===== config.mk =====
export PLATFORM = sky130hd
export DESIGN_NAME = posted_wr_buf
export DESIGN_NICKNAME = d
export VERILOG_FILES = /design/src/rtl/pwb_pkg.sv /design/src/rtl/pwb_range.sv /design/src/rtl/pwb_queue.sv /design/src/rtl/posted_wr_buf.sv
export SDC_FILE = /design/constraint.sdc
export NUM_CORES = 1
export LEC_CHECK = 0
export ABC_CLOCK_PERIOD_IN_PS = 6130
export CORE_MARGIN = 4
export CORE_UTILIZATION = 60
export CTS_CLUSTER_SIZE = 40
export DETAILED_ROUTE_END_ITERATION = 7
export DONT_BUFFER_PORTS = 1
export GPL_ROUTABILITY_DRIVEN = 0
export PLACE_DENSITY = 0.76
export SLEW_MARGIN = 20
export SYNTH_ARGS = -nofsm -noshare
export SYNTH_HDL_FRONTEND = slang
export SYNTH_SLANG_ARGS = --single-unit

===== constraint.sdc =====
create_clock -name clk_i -period 6.13 [get_ports clk_i]
set_clock_uncertainty 0.1 [all_clocks]
set_input_delay 0.3065 -clock clk_i [delete_from_list [all_inputs] [get_ports clk_i]]
set_output_delay 0.3065 -clock clk_i [all_outputs]
set_load 0.05 [all_outputs]

===== src/rtl/pwb_pkg.sv =====
package pwb_pkg;
  typedef enum logic [1:0] {MEM_IDLE, MEM_WR, MEM_RD} mem_st_e;
endpackage


===== src/rtl/pwb_range.sv =====
module pwb_range #(
  parameter int ADDR_W = 16,
  parameter int LEN_W  = 2
) (
  input  logic [ADDR_W-1:0] addr_i,
  input  logic [LEN_W-1:0]  len_i,
  input  logic [2:0]        size_i,
  input  logic              incr_i,
  output logic [ADDR_W:0]   lo_o,
  output logic [ADDR_W:0]   hi_o
);
  localparam int RW = ADDR_W + 1;
  logic [RW-1:0] beats, span;

  always_comb begin
    beats = incr_i ? (RW'(len_i) + RW'(1)) : RW'(1);
    span  = beats << size_i;
    lo_o  = RW'(addr_i);
    hi_o  = lo_o + span - RW'(1);
  end
endmodule


===== src/rtl/pwb_queue.sv =====
module pwb_queue #(
  parameter int DEPTH  = 4,
  parameter int ADDR_W = 16,
  parameter int DATA_W = 32,
  parameter int LEN_W  = 2,
  localparam int PTR_W = $clog2(DEPTH),
  localparam int CNT_W = PTR_W + 1
) (
  input  logic              clk_i,
  input  logic              rst_ni,
  input  logic              alloc_i,
  input  logic [ADDR_W-1:0] alloc_addr_i,
  input  logic [LEN_W-1:0]  alloc_len_i,
  input  logic [2:0]        alloc_size_i,
  input  logic              alloc_incr_i,
  input  logic              alloc_posted_i,
  input  logic              fill_i,
  input  logic [DATA_W-1:0] fill_data_i,
  input  logic              fill_last_i,
  input  logic              pop_i,
  input  logic [ADDR_W:0]   qry_lo_i,
  input  logic [ADDR_W:0]   qry_hi_i,
  output logic              hit_o,
  output logic [CNT_W-1:0]  count_o,
  output logic              full_o,
  output logic              head_rdy_o,
  output logic [ADDR_W-1:0] head_addr_o,
  output logic [LEN_W-1:0]  head_len_o,
  output logic [2:0]        head_size_o,
  output logic              head_incr_o,
  output logic              head_posted_o,
  input  logic [LEN_W-1:0]  head_beat_i,
  output logic [DATA_W-1:0] head_data_o
);
  localparam int BEATS = 2 ** LEN_W;

  logic [DEPTH-1:0]  valid_q, done_q, incr_q, posted_q;
  logic [ADDR_W-1:0] addr_q [DEPTH];
  logic [LEN_W-1:0]  len_q  [DEPTH];
  logic [2:0]        size_q [DEPTH];
  logic [ADDR_W:0]   lo_q   [DEPTH];
  logic [ADDR_W:0]   hi_q   [DEPTH];
  logic [DATA_W-1:0] data_q [DEPTH][BEATS];
  logic [PTR_W-1:0]  wr_ptr_q, rd_ptr_q, fill_ptr_q;
  logic [LEN_W-1:0]  fill_beat_q;
  logic [CNT_W-1:0]  count_q;
  logic [ADDR_W:0]   new_lo, new_hi;
  logic [DEPTH-1:0]  hit_vec;

  pwb_range #(.ADDR_W(ADDR_W), .LEN_W(LEN_W)) u_rng (
    .addr_i(alloc_addr_i), .len_i(alloc_len_i), .size_i(alloc_size_i),
    .incr_i(alloc_incr_i), .lo_o(new_lo), .hi_o(new_hi)
  );

  always_ff @(posedge clk_i or negedge rst_ni) begin
    if (!rst_ni) begin
      valid_q     <= '0;
      done_q      <= '0;
      incr_q      <= '0;
      posted_q    <= '0;
      wr_ptr_q    <= '0;
      rd_ptr_q    <= '0;
      fill_ptr_q  <= '0;
      fill_beat_q <= '0;
      count_q     <= '0;
    end else begin
      if (alloc_i) begin
        valid_q[wr_ptr_q]  <= 1'b1;
        done_q[wr_ptr_q]   <= 1'b0;
        incr_q[wr_ptr_q]   <= alloc_incr_i;
        posted_q[wr_ptr_q] <= alloc_posted_i;
        fill_ptr_q         <= wr_ptr_q;
        fill_beat_q        <= '0;
        wr_ptr_q           <= wr_ptr_q + PTR_W'(1);
      end
      if (fill_i) begin
        fill_beat_q <= fill_beat_q + LEN_W'(1);
        if (fill_last_i) done_q[fill_ptr_q] <= 1'b1;
      end
      if (pop_i) begin
        valid_q[rd_ptr_q] <= 1'b0;
        rd_ptr_q          <= rd_ptr_q + PTR_W'(1);
      end
      count_q <= count_q + CNT_W'(alloc_i) - CNT_W'(pop_i);
    end
  end

  // payload needs no reset: qualified by valid_q/done_q
  always_ff @(posedge clk_i) begin
    if (alloc_i) begin
      addr_q[wr_ptr_q] <= alloc_addr_i;
      len_q[wr_ptr_q]  <= alloc_len_i;
      size_q[wr_ptr_q] <= alloc_size_i;
      lo_q[wr_ptr_q]   <= new_lo;
      hi_q[wr_ptr_q]   <= new_hi;
    end
    if (fill_i) data_q[fill_ptr_q][fill_beat_q] <= fill_data_i;
  end

  for (genvar i = 0; i < DEPTH; i++) begin : g_cmp
    assign hit_vec[i] = valid_q[i] && (lo_q[i] <= qry_hi_i) && (qry_lo_i <= hi_q[i]);
  end

  assign hit_o         = |hit_vec;
  assign count_o       = count_q;
  assign full_o        = (count_q == CNT_W'(DEPTH));
  assign head_rdy_o    = valid_q[rd_ptr_q] && done_q[rd_ptr_q];
  assign head_addr_o   = addr_q[rd_ptr_q];
  assign head_len_o    = len_q[rd_ptr_q];
  assign head_size_o   = size_q[rd_ptr_q];
  assign head_incr_o   = incr_q[rd_ptr_q];
  assign head_posted_o = posted_q[rd_ptr_q];
  assign head_data_o   = data_q[rd_ptr_q][head_beat_i];
endmodule


===== src/rtl/posted_wr_buf.sv =====
module posted_wr_buf #(
  parameter int DEPTH  = 4,
  parameter int ADDR_W = 16,
  parameter int DATA_W = 32,
  parameter int LEN_W  = 2
) (
  input  logic              clk_i,
  input  logic              rst_ni,
  input  logic              aw_valid_i,
  output logic              aw_ready_o,
  input  logic [ADDR_W-1:0] aw_addr_i,
  input  logic [LEN_W-1:0]  aw_len_i,
  input  logic [2:0]        aw_size_i,
  input  logic              aw_incr_i,
  input  logic              aw_bufable_i,
  input  logic              aw_periph_i,
  input  logic              w_valid_i,
  output logic              w_ready_o,
  input  logic [DATA_W-1:0] w_data_i,
  input  logic              w_last_i,
  output logic              b_valid_o,
  input  logic              b_ready_i,
  output logic [1:0]        b_resp_o,
  input  logic              ar_valid_i,
  output logic              ar_ready_o,
  input  logic [ADDR_W-1:0] ar_addr_i,
  input  logic [LEN_W-1:0]  ar_len_i,
  input  logic [2:0]        ar_size_i,
  input  logic              ar_incr_i,
  input  logic              ar_periph_i,
  output logic              r_valid_o,
  input  logic              r_ready_i,
  output logic [DATA_W-1:0] r_data_o,
  output logic              r_last_o,
  output logic              mem_req_o,
  output logic              mem_we_o,
  output logic [ADDR_W-1:0] mem_addr_o,
  output logic [DATA_W-1:0] mem_wdata_o,
  input  logic              mem_ack_i,
  input  logic [DATA_W-1:0] mem_rdata_i
);
  import pwb_pkg::*;
  localparam int CNT_W = $clog2(DEPTH) + 1;

  logic              wr_fill_q, cur_posted_q, b_pend_q, nb_wait_q;
  logic              rd_act_q, r_valid_q, r_last_q;
  logic [CNT_W-1:0]  rd_wait_q;
  logic [LEN_W-1:0]  rd_beat_q, dr_beat_q, ar_len_q;
  logic [ADDR_W-1:0] ar_addr_q, m_addr_q;
  logic [2:0]        ar_size_q;
  logic              ar_incr_q;
  logic [DATA_W-1:0] r_data_q, m_data_q;
  mem_st_e           mst_q;

  logic              q_hit, q_full, head_rdy, head_incr, head_posted;
  logic [CNT_W-1:0]  q_count;
  logic [ADDR_W-1:0] head_addr;
  logic [LEN_W-1:0]  head_len;
  logic [2:0]        head_size;
  logic [DATA_W-1:0] head_data;
  logic [ADDR_W:0]   ar_lo, ar_hi;
  logic              aw_hs, w_hs, ar_hs, r_hs, wr_ack, rd_ack, retire, rd_go;

  function automatic logic [ADDR_W-1:0] beat_off(logic [LEN_W-1:0] b, logic [2:0] s, logic inc);
    return inc ? (ADDR_W'(b) << s) : '0;
  endfunction

  assign aw_ready_o = !wr_fill_q && !b_pend_q && !nb_wait_q && !q_full;
  assign w_ready_o  = wr_fill_q;
  assign ar_ready_o = !rd_act_q;
  assign aw_hs      = aw_valid_i && aw_ready_o;
  assign w_hs       = w_valid_i && wr_fill_q;
  assign ar_hs      = ar_valid_i && ar_ready_o;
  assign r_hs       = r_valid_q && r_ready_i;
  assign wr_ack     = (mst_q == MEM_WR) && mem_ack_i;
  assign rd_ack     = (mst_q == MEM_RD) && mem_ack_i;
  assign retire     = wr_ack && (dr_beat_q == head_len);
  assign rd_go      = rd_act_q && (rd_wait_q == '0) && !r_valid_q;

  pwb_range #(.ADDR_W(ADDR_W), .LEN_W(LEN_W)) u_ar_rng (
    .addr_i(ar_addr_i), .len_i(ar_len_i), .size_i(ar_size_i),
    .incr_i(ar_incr_i), .lo_o(ar_lo), .hi_o(ar_hi)
  );

  pwb_queue #(.DEPTH(DEPTH), .ADDR_W(ADDR_W), .DATA_W(DATA_W), .LEN_W(LEN_W)) u_q (
    .clk_i, .rst_ni,
    .alloc_i(aw_hs), .alloc_addr_i(aw_addr_i), .alloc_len_i(aw_len_i),
    .alloc_size_i(aw_size_i), .alloc_incr_i(aw_incr_i),
    .alloc_posted_i(aw_bufable_i && !aw_periph_i),
    .fill_i(w_hs), .fill_data_i(w_data_i), .fill_last_i(w_last_i),
    .pop_i(retire), .qry_lo_i(ar_lo), .qry_hi_i(ar_hi), .hit_o(q_hit),
    .count_o(q_count), .full_o(q_full), .head_rdy_o(head_rdy),
    .head_addr_o(head_addr), .head_len_o(head_len), .head_size_o(head_size),
    .head_incr_o(head_incr), .head_posted_o(head_posted),
    .head_beat_i(dr_beat_q), .head_data_o(head_data)
  );

  // write intake and response
  always_ff @(posedge clk_i or negedge rst_ni) begin
    if (!rst_ni) begin
      wr_fill_q    <= 1'b0;
      cur_posted_q <= 1'b0;
      b_pend_q     <= 1'b0;
      nb_wait_q    <= 1'b0;
    end else begin
      if (aw_hs) begin
        wr_fill_q    <= 1'b1;
        cur_posted_q <= aw_bufable_i && !aw_periph_i;
      end
      if (b_valid_o && b_ready_i) b_pend_q <= 1'b0;
      if (w_hs && w_last_i) begin
        wr_fill_q <= 1'b0;
        if (cur_posted_q) b_pend_q  <= 1'b1;
        else              nb_wait_q <= 1'b1;
      end
      if (retire && !head_posted) begin
        b_pend_q  <= 1'b1;
        nb_wait_q <= 1'b0;
      end
    end
  end

  // read ordering and data return
  always_ff @(posedge clk_i or negedge rst_ni) begin
    if (!rst_ni) begin
      rd_act_q  <= 1'b0;
      rd_wait_q <= '0;
      rd_beat_q <= '0;
      ar_addr_q <= '0;
      ar_len_q  <= '0;
      ar_size_q <= '0;
      ar_incr_q <= 1'b0;
      r_valid_q <= 1'b0;
      r_last_q  <= 1'b0;
      r_data_q  <= '0;
    end else begin
      if (ar_hs) begin
        rd_act_q  <= 1'b1;
        rd_beat_q <= '0;
        ar_addr_q <= ar_addr_i;
        ar_len_q  <= ar_len_i;
        ar_size_q <= ar_size_i;
        ar_incr_q <= ar_incr_i;
        // entries present now must drain first; exclude one retiring this cycle
        rd_wait_q <= (q_hit || ar_periph_i) ? (q_count - CNT_W'(retire)) : '0;
      end else if (retire && rd_wait_q != '0) begin
        rd_wait_q <= rd_wait_q - CNT_W'(1);
      end
      if (rd_ack) begin
        r_valid_q <= 1'b1;
        r_data_q  <= mem_rdata_i;
        r_last_q  <= (rd_beat_q == ar_len_q);
      end
      if (r_hs) begin
        r_valid_q <= 1'b0;
        if (r_last_q) rd_act_q <= 1'b0;
        else          rd_beat_q <= rd_beat_q + LEN_W'(1);
      end
    end
  end

  // memory port: read bypass wins an idle cycle
  always_ff @(posedge clk_i or negedge rst_ni) begin
    if (!rst_ni) begin
      mst_q     <= MEM_IDLE;
      m_addr_q  <= '0;
      m_data_q  <= '0;
      dr_beat_q <= '0;
    end else begin
      unique case (mst_q)
        MEM_IDLE: begin
          if (rd_go) begin
            mst_q    <= MEM_RD;
            m_addr_q <= ar_addr_q + beat_off(rd_beat_q, ar_size_q, ar_incr_q);
          end else if (head_rdy) begin
            mst_q    <= MEM_WR;
            m_addr_q <= head_addr + beat_off(dr_beat_q, head_size, head_incr);
            m_data_q <= head_data;
          end
        end
        MEM_WR: if (mem_ack_i) begin
          mst_q     <= MEM_IDLE;
          dr_beat_q <= retire ? '0 : dr_beat_q + LEN_W'(1);
        end
        MEM_RD: if (mem_ack_i) mst_q <= MEM_IDLE;
        default: mst_q <= MEM_IDLE;
      endcase
    end
  end

  assign b_valid_o   = b_pend_q;
  assign b_resp_o    = 2'b00;
  assign r_valid_o   = r_valid_q;
  assign r_data_o    = r_data_q;
  assign r_last_o    = r_last_q;
  assign mem_req_o   = (mst_q != MEM_IDLE);
  assign mem_we_o    = (mst_q == MEM_WR);
  assign mem_addr_o  = m_addr_q;
  assign mem_wdata_o = m_data_q;
endmodule


**Word level (Yosys, flattened, before mapping)**

Memories as Yosys holds them, arrays and structs flattened.
Index checks and enable logic that the tools add are counted.

- Add/sub/neg operators: 17
- $mul: 0
- Divide/modulo/power cells: 0
- Magnitude comparators: 17
- Equal/unequal tests: 8
- Shift-type cells: 4
- Muxes and demuxes: 63
- Bitwise operators: 9
- Reductions and logical operators: 56

Operators with widths:

| kind | count |
|---|---|
| $mux W128 | 1 |
| $mux W32 | 3 |
| $le A16 B17 Y1 | 4 |
| $le A17 B17 Y1 | 4 |
| $bmux W32 S2 | 1 |
| $demux W32 S2 | 1 |
| $mux W16 | 4 |
| $add A16 B17 Y17 | 2 |
| $mux W17 | 2 |
| $shl A17 B3 Y17 | 2 |
| $sub A17 B1 Y17 const B | 2 |
| $add A16 B16 Y16 | 2 |
| $shl A2 B3 Y16 | 2 |
| $logic_and A1 B1 Y1 | 30 |
| $mux W1 | 24 |
| $mux W4 | 5 |
| $mux W2 | 9 |
| $reduce_bool A2 Y1 | 7 |
| $add A2 B1 Y2 const B | 5 |
| $lt A2 B3 Y1 const B | 3 |
| $mux W3 | 3 |
| $and A4 B4 Y4 | 2 |
| $bmux W1 S2 | 4 |
| $bwmux W4 | 2 |
| other kinds (28) | 50 |

- Register bits after elaboration: 145
- Bits in latches: 0
- Memory bits (writable): 728
- Bits in read-only memories: 0
- Output and inout bits: 90
- Logic and storage cells: 207
- Memories: 6

Memories:

| name | words | width | read ports | clocked after Yosys merged registers in | write ports | RTL line | text |
|---|---|---|---|---|---|---|---|
| u_q.data_q | 4 | 128 | 1 | 0 | 1 | pwb_queue.sv:43 | `logic [DATA_W-1:0] data_q [DEPTH][BEATS];` |
| u_q.hi_q | 4 | 17 | 4 | 0 | 1 | pwb_queue.sv:42 | `logic [ADDR_W:0] hi_q [DEPTH];` |
| u_q.addr_q | 4 | 16 | 1 | 0 | 1 | pwb_queue.sv:38 | `logic [ADDR_W-1:0] addr_q [DEPTH];` |
| u_q.lo_q | 4 | 16 | 4 | 0 | 1 | pwb_queue.sv:41 | `logic [ADDR_W:0] lo_q [DEPTH];` |
| u_q.size_q | 4 | 3 | 1 | 0 | 1 | pwb_queue.sv:40 | `logic [2:0] size_q [DEPTH];` |
| u_q.len_q | 4 | 2 | 1 | 0 | 1 | pwb_queue.sv:39 | `logic [LEN_W-1:0] len_q [DEPTH];` |

**Depth between registers and ports, before layout**

Gate-level depths: netlist of run 1.

- Depth after elaboration: 12
- Mapped depth: 27
- Mapped depth without buffers: 27

**Modules after synthesis**

From an unflattened synthesis of run 1, not the netlist that was laid out.

- Cell total of the unflattened synthesis: 2,517
- Area total of the unflattened synthesis: 39,950.8 um^2

Modules (own cells, without submodules):

| module | instances | cells an instance | area each (um^2) | seq. area each (um^2) |
|---|---|---|---|---|
| pwb_queue | 1 | 1,514 | 31,320.0 | 22,656.7 |
| posted_wr_buf | 1 | 645 | 6,088.3 | 2,952.8 |
| pwb_range (u_ar_rng) | 1 | 179 | 1,273.7 | 0.0 |
| pwb_range (u_q.u_rng) | 1 | 179 | 1,268.7 | 0.0 |

**Worst setup path after synthesis of run 1**

OpenSTA, ideal clock, no wires.

- Path type: register to register
- Start: register wr_fill_q (netlist: w_ready_o)
- End: memory u_q.addr_q[1][0], enable pin
- Library setup time: 0.393 ns
- Arrival time: 5.051 ns
- Required time: 5.637 ns
- Setup slack: 0.586 ns
- Cell stages (with the launch flop): 6
- Buffers on the path: 0
- Path through: dfrtp_1 > a2111oi_0 > nand2_1 > inv_2 > nand2_1 > inv_1

- Cells in the longest elaborated chain, start to end: 7

Ends and longest elaborated chain:

| element | RTL line | text |
|---|---|---|
| from (decl) | posted_wr_buf.sv:45 | `logic wr_fill_q, cur_posted_q, b_pend_q, nb_wait_q;` |
| from (signal assigned) | posted_wr_buf.sv:101 | `wr_fill_q <= 1'b0;` |
| from (signal assigned) | posted_wr_buf.sv:107 | `wr_fill_q <= 1'b1;` |
| from (signal assigned) | posted_wr_buf.sv:112 | `wr_fill_q <= 1'b0;` |
| $logic_not A1 Y1 | posted_wr_buf.sv:68 | `assign aw_ready_o = !wr_fill_q && !b_pend_q && !nb_wait_q && !q_full;` |
| $logic_and A1 B1 Y1 (3 in a row) | posted_wr_buf.sv:68 |  |
| net aw_ready_o | posted_wr_buf.sv:10 | `output logic aw_ready_o,` |
| $logic_and A1 B1 Y1 | posted_wr_buf.sv:71 | `assign aw_hs = aw_valid_i && aw_ready_o;` |
| net aw_hs | posted_wr_buf.sv:62 | `logic aw_hs, w_hs, ar_hs, r_hs, wr_ack, rd_ack, retire, rd_go;` |
| $mux W1 | pwb_queue.sv:90 | `if (alloc_i) begin` |
| $mux W1 (implied by the code) | pwb_queue.sv:91 | `addr_q[wr_ptr_q] <= alloc_addr_i;` |
| to (decl) | pwb_queue.sv:38 |  |

The timed path passes the listed nets, and every way through them passes these cells.

**Worst setup path in the final report of run 1**

- Start: input port ar_len_i[0]
- End: register rd_wait_q[2]

- Cells in the longest elaborated chain, start to end: 12
- Elaborated cells on any way between the ends: 21

Ends and longest elaborated chain:

| element | RTL line | text |
|---|---|---|
| from (decl) | posted_wr_buf.sv:27 | `input logic [LEN_W-1:0] ar_len_i,` |
| $add A2 B1 Y3 * | pwb_range.sv:16 | `beats = incr_i ? (RW'(len_i) + RW'(1)) : RW'(1);` |
| $mux W17 * | pwb_range.sv:16 |  |
| $shl A17 B3 Y17 * | pwb_range.sv:17 | `span = beats << size_i;` |
| $add A16 B17 Y17 * | pwb_range.sv:19 | `hi_o = lo_o + span - RW'(1);` |
| $sub A17 B1 Y17 * | pwb_range.sv:19 |  |
| $le A17 B17 Y1 | pwb_queue.sv:101 | `assign hit_vec[i] = valid_q[i] && (lo_q[i] <= qry_hi_i) && (qry_lo_i <= hi_q[i]);` |
| $logic_and A1 B1 Y1 (2 in a row) | pwb_queue.sv:101 |  |
| $reduce_or A4 Y1 * | pwb_queue.sv:104 | `assign hit_o = \|hit_vec;` |
| $logic_or A1 B1 Y1 * | posted_wr_buf.sv:145 | `rd_wait_q <= (q_hit \|\| ar_periph_i) ? (q_count - CNT_W'(retire)) : '0;` |
| $mux W3 * | posted_wr_buf.sv:145 |  |
| $mux W3 * | posted_wr_buf.sv:137 | `if (ar_hs) begin` |
| to (signal assigned) | posted_wr_buf.sv:145 |  |
| to (signal assigned) | posted_wr_buf.sv:147 | `rd_wait_q <= rd_wait_q - CNT_W'(1);` |
| to (decl) | posted_wr_buf.sv:47 | `logic [CNT_W-1:0] rd_wait_q;` |

Every way passes the cells marked *; elsewhere a longest branch is shown, timed or not.
A chain may end at the register's enable or synchronous reset.

==> flow_summary.ini, run 1 <==
[outcome]
status = complete, no violations

[min_path]
hp-class = input port to register

[drt]
routed_wl_um = 90900
antenna_left = 0
drtIter0Drc = 2030
vias_per_cell = 6.32
avgRoutedWirePerCell_um = 27.3
drc_errors = 0
vias = 21100
dr.pass1.iters = 5

[clock_tree]
clk_latency_ns = 0.65
numCtsBuffers = 82
cts.clk_slew.worst_paths_ns = 0.06
clkSinkCount = 809
post_cts_resized = 0
postCtsSetupBuffers = 0
htreeDepth = 3
cts_hold_buf = 121
ctsRootBufferMaster = clkbuf_16
tritoncts = done
clock_path_buffers = 3

[die]
rows = 90
ios = 210
die_x_um = 256
fp.coreArea_um2 = 60600
die_h_um = 256
start_util_pct = 60.8
die-area_um2 = 65400

[final_layout]
fin_nets = 2810
drive_above_1_share_pct = 18.2
syn_to_final_growth_pct = 13.8
fin_util_pct = 69.2
design_area_um2 = 41900

[logic_synthesis]
ys.flop_type = edfxtp_1
yosysWarnings = 0
synth_top_area_share_pct = 54.1
synth-async-reset-ratio_pct = 17.9
synth_edf_count = 664
yosysTopAreaCell = edfxtp_1
seq_area_frac_synth_pct = 64.0
synthDistinctLibCells = 79
synth_common_cells = edfxtp_1, ha_1, inv_1, mux4_2, dfrtp_1
syn-instance-count = 2307
avgSynthCellArea_um2 = 16.0
yosysMostFrequentCell = edfxtp_1
synth.ff_latch_count = 809
syn-cell-area_um2 = 36800
ys_top_cells_by_area = edfxtp_1, mux4_2, dfrtp_1

[setup_path]
path_class = input port to register
cp.required_ns = 6.59
critPathSlowestCell = or4_1
cpMostUsedCell = ha_1
endpoint_kind = register
cp_max_fo = 5
ff2ff_setup_slack_ns = 1.56
worstPathArrival_ns = 5.56
cp_slowest_stage_delay_ns = 0.48
critPathLaunchType = input port

[timing]
post-route-period-util_pct = 83.2
tightest_slew_ns = 1.05
rsz0062_at_grt = no
timing.fmax_ghz = 0.196
hold_slack_ns = 0.0542
fin_setup_tns_ns = 0
slew_headroom_pct = 29.7
finalMaxSlewViolations = 0
setup_viol = 0
min_period_ns = 5.10
hold_violations = 0

[grt]
grt_use_total_pct = 27.7
antenna_found_initial = 3
grt_pass1_vias = 21800
grt_pass1_wl_um = 137000
grt-ovfl-total = 0
grt_max_degree = 146

[pwr]
max-vdd-ir-drop_v = 0.000337
p_leak_uw = 0.0156
p_per_area_nw_per_um2 = 440

[place]
place_area_um2 = 37900
port_buffers = 0
hpwl_um = 55400

[run]
maxCapViolCount = 0
[worst max-delay path: cells and delay by family]
kind / cells / cell delay [ns]
buffers and inverters: 1 / 0.04
and+or+nand+nor: 9 / 1.52
xor gates and xnor gates: 1 / 0.39
adders and majority gates: 4 / 1.10
AOI/OAI and AO/OA: 12 / 2.19
[sequential cells by signal (all words and copies together) (netlist names), 4 cells and up]
name,cells
mem_wdata_o,32
u_q.len_q,8
u_q.valid_q,4
u_q.hi_q,68
u_q.posted_q,4
u_q.data_q,512
ar_addr_q,16
u_q.done_q,4
u_q.size_q,12
u_q.addr_q,16
u_q.lo_q,48
r_data_o,32
mem_addr_o,16
u_q.incr_q,4
[final timing paths]
path | start | end | depth (start not counted)
setup / recovery | ar_len_i[0] | rd_wait_q[2] | 27
hold / removal | ar_addr_i[15] | rd_wait_q[0] | 4
setup reg to reg | u_q.rd_ptr_q[0] | mem_addr_o[15] | 14
hold reg to reg | u_q.posted_q[1] | u_q.posted_q[1] | 2
max in group asynchronous | rst_ni | u_q.rd_ptr_q[0] | 2
min in group asynchronous | rst_ni | r_data_o[13] | 2
[metal layers]
layer,vias to the layer above,global-route usage [%],routed length [um]
li1,9205,-,-
met1,10700,35.9,34500
met2,917,46.9,46300
met3,217,5.03,6130
met4,0,11.4,4050
met5,-,0,0
[report_power, final]
part	internal (uW)	total [uW]	switching, uW	leakage (uW)
clock network	2960	5100	2140	0.00135
registers	6660	8280	1630	0.00773
logic	2390	5050	2670	0.00651
total	12000	18400	6430	0.0156
[kinds of logic after synthesis]
family | share of synthesized area (%)
other cells | 0.0102
mux | 13.7
buf+inv | 2.73
fa+ha+maj | 7.57
compound gates | 4.86
simple gates | 5.41
xor+xnor | 1.76
flops | 64.0
[stage by stage]
| stage | instances | power (uW) | setup WS [ns] |
|---|---|---|---|
| after floorplan | 2308 | 11800 | 0.586 |
| after global placement | 3051 | 13100 | 0.675 |
| after detailed placement | 3051 | 13300 | 0.498 |
| after CTS | 3325 | 18600 | 1.14 |
| after global routing | 3327 | 19300 | 0.653 |
| final | 3330 | 18400 | 1.03 |
[area by class of cell]
cell class              count  area, um^2
flip-flops and latches    809       23600
repair buffers            154        1480
inverters                 189         709
well taps                 782         978
clock buffers             108        2210
diodes                      5        12.5
clock inverters            45         577
fillers                  3837       18600
multi-input cells        1238       12400
[cells in the final DEF (no fill, tap or decap), types with 6 or more instances in the layout]
cell,instances
a21boi_0,6
a21o_1,20
a21oi_1,70
a31oi_1,8
and3_1,9
buf_4,33
bufinv_16,9
clkbuf_1,20
clkbuf_16,82
clkbuf_8,6
clkinv_1,12
clkinv_2,13
dfrtp_1,141
dlygate4sd3_1,120
edfxtp_1,664
ha_1,211
inv_1,187
mux2_2,76
mux2i_1,6
mux4_2,183
nand2_1,135
nand2b_1,21
nand3_1,44
nand4_1,16
nor2_1,70
nor2_4,12
nor2b_1,25
nor3_1,17
o211ai_1,8
o21a_1,15
o21ai_0,89
o31ai_1,6
or3_1,7
or4_1,6
xnor2_1,37
xor2_1,25
Power figures use the tool's default switching activity.
==> inputs of run 2 (changes only) <==
ABC_CLOCK_PERIOD_IN_PS = 4700   (was 6130)
clock period = 4.7 ns   (was 6.13 ns; I/O delays follow)
==> run 2 against run 1 <==
Net effect:
- non-clock buffer count is 53 higher
- combinational power up 37%
- critical endpoint is now rd_wait_q[1]
- sequential power rose by 29%
==> flow_summary.ini, run 2 (synthesized netlist as in run 1, its figures left out) <==
[pwr]
p_sw_uw = 8490
power_frac_seq_pct = 43.6
p_clk_share_pct = 28.1
combinationalPowerShare_pct = 28.2
max-vdd-ir-drop_v = 0.000544
p_per_area_nw_per_um2 = 576
p_leak_uw = 0.0159
swShare_pct = 34.6
intPower_uw = 16000

[drt]
routed_wl_um = 93700
drc_errors = 0
avgRoutedWirePerCell_um = 27.7
vias_per_cell = 6.34
dr.pass1.iters = 6
vias = 21400
antenna_left = 0
drtIter0Drc = 2091

[die]
die_x_um = 256
die_h_um = 256
die-area_um2 = 65400
fp.coreArea_um2 = 60600
rows = 90
start_util_pct = 60.8
ios = 210

[outcome]
status = complete, no violations

[setup_path]
endpoint_kind = register
worstPathArrival_ns = 4.92
cp_max_fo = 5
critPathLaunchType = input port
critPathSlowestCell = dlygate4sd3_1
cpMostUsedCell = inv_1
path_class = input port to register
cp_slowest_stage_delay_ns = 0.53
cp.required_ns = 5.09

[clock_tree]
clkSinkCount = 809
cts.clk_slew.worst_paths_ns = 0.06
tritoncts = done
ctsRootBufferMaster = clkbuf_16
htreeDepth = 3
clk_latency_ns = 0.64
clock_path_buffers = 3
numCtsBuffers = 81

[final_layout]
layout_common_cells = edfxtp_1, ha_1, inv_1
top_register = u_q.data_q
fin_nets = 2862
reg.largest.list = u_q.data_q: 512 flops, u_q.hi_q: 68 flops, u_q.lo_q: 48 flops
drive_above_1_share_pct = 20.8
largest_reg_flops = 512
n_fill_cell = 3826
syn_to_final_growth_pct = 15.6
design_area_um2 = 42600
final_common_cell = edfxtp_1

[timing]
slew_headroom_pct = 25.7
tightest_slew_ns = 1.11
rsz0062_at_grt = yes
post-route-period-util_pct = 96.2
hold_violations = 0
finalMaxSlewViolations = 0
fin_ws_ns = 0.177
hold_slack_ns = 0.0360
min_period_ns = 4.52
setup_viol = 0
timing.fmax_ghz = 0.221
fin_setup_tns_ns = 0

[grt]
antenna_found_initial = 3
grt_max_degree = 146
grt_pass1_vias = 22100
grt-ovfl-total = 0
grt_use_total_pct = 28.7
grt_pass1_wl_um = 141000

[place]
preCtsSetupSlack_ns = -0.517
place_area_um2 = 38300
hpwl_um = 56900
port_buffers = 0

[min_path]
hp-class = input port to register

[run]
maxCapViolCount = 0
==> run 2: cell count changes in the layout (fill, tap and decap cells not counted), moves of 3 or more <==
| cell | previous run | this run |
|---|---|---|
| buf_4 | 33 | 83 |
| clkinv_1 | 12 | 2 |
| clkbuf_8 | 6 | 12 |
| ha_1 | 211 | 207 |
| ha_4 | 0 | 4 |
| clkinv_2 | 13 | 16 |
==> run 2: repair_timing <==
action,CTS,global route
endpoints found under the hold margin,832,0
gates resized for setup,0,10
setup endpoints to repair,0,6
hold buffers,123,0
setup buffers,0,3
==> run 2: worst paths after layout <==
path	start	cells after the start	to	slack (ns)
worst max-delay path	ar_addr_i[1]	26	rd_wait_q[1]	0.18
worst min-delay path	aw_addr_i[0]	3	u_q.hi_q[1][0]	0.04
worst max register to register	u_q.rd_ptr_q[0]	14	mem_addr_o[11]	0.51
worst min register to register	u_q.posted_q[2]	2	u_q.posted_q[2]	0.38
max in group asynchronous	rst_ni	2	u_q.rd_ptr_q[0]	3.62
min in group asynchronous	rst_ni	2	mem_wdata_o[28]	0.28
==> run 2: metal layers <==
layer | vias to the layer above | GRT usage [%] | share of wire [%]
li1 | 9290 | - | -
met1 | 10900 | 37.0 | 38
met2 | 986 | 49.7 | 51
met3 | 231 | 5.15 | 6.7
met4 | 2 | 10.5 | 4.1
met5 | - | 0 | 0.015
==> run 2: critical path, delay by kind of cell <==
family | cells | cell delay [ns]
compound gates | 8 | 1.63
fa+ha+maj | 4 | 0.95
buf+inv | 5 | 0.93
simple gates | 8 | 0.91
xor+xnor | 1 | 0.27
==> run 2: layout make-up <==
class | count | area, um^2 | area share [%]
Tap cell | 782 | 978 | 2.30
Multi-Input combinational cell | 1238 | 12500 | 29.5
Timing Repair Buffer | 207 | 1880 | 4.42
Sequential cell | 809 | 23600 | 55.4
Antenna cell | 3 | 7.51 | 0.0176
Inverter | 189 | 709 | 1.67
Clock buffer | 113 | 2310 | 5.42
Clock inverter | 38 | 569 | 1.34
==> run 2: power by group through the flow <==
stage,Combinational [uW],Sequential (uW),Clock (uW)
after floorplan,4940,10500,0
after global placement,6470,10800,0
after detailed placement,6610,10800,0
after CTS,6930,10700,6990
after global routing,7490,10800,7300
final,6920,10700,6890
==> run 2: metrics by stage <==
stage / std cells / util (%) / power (uW)
2_1_floorplan: 2308 / - / 15400
3_3_place_gp: 3099 / 63.3 / 17300
3_5_place_dp: 3099 / 63.3 / 17400
4_1_cts: 3373 / 70.1 / 24600
5_1_grt: 3378 / 70.3 / 25600
6_report: 3379 / 70.3 / 24500
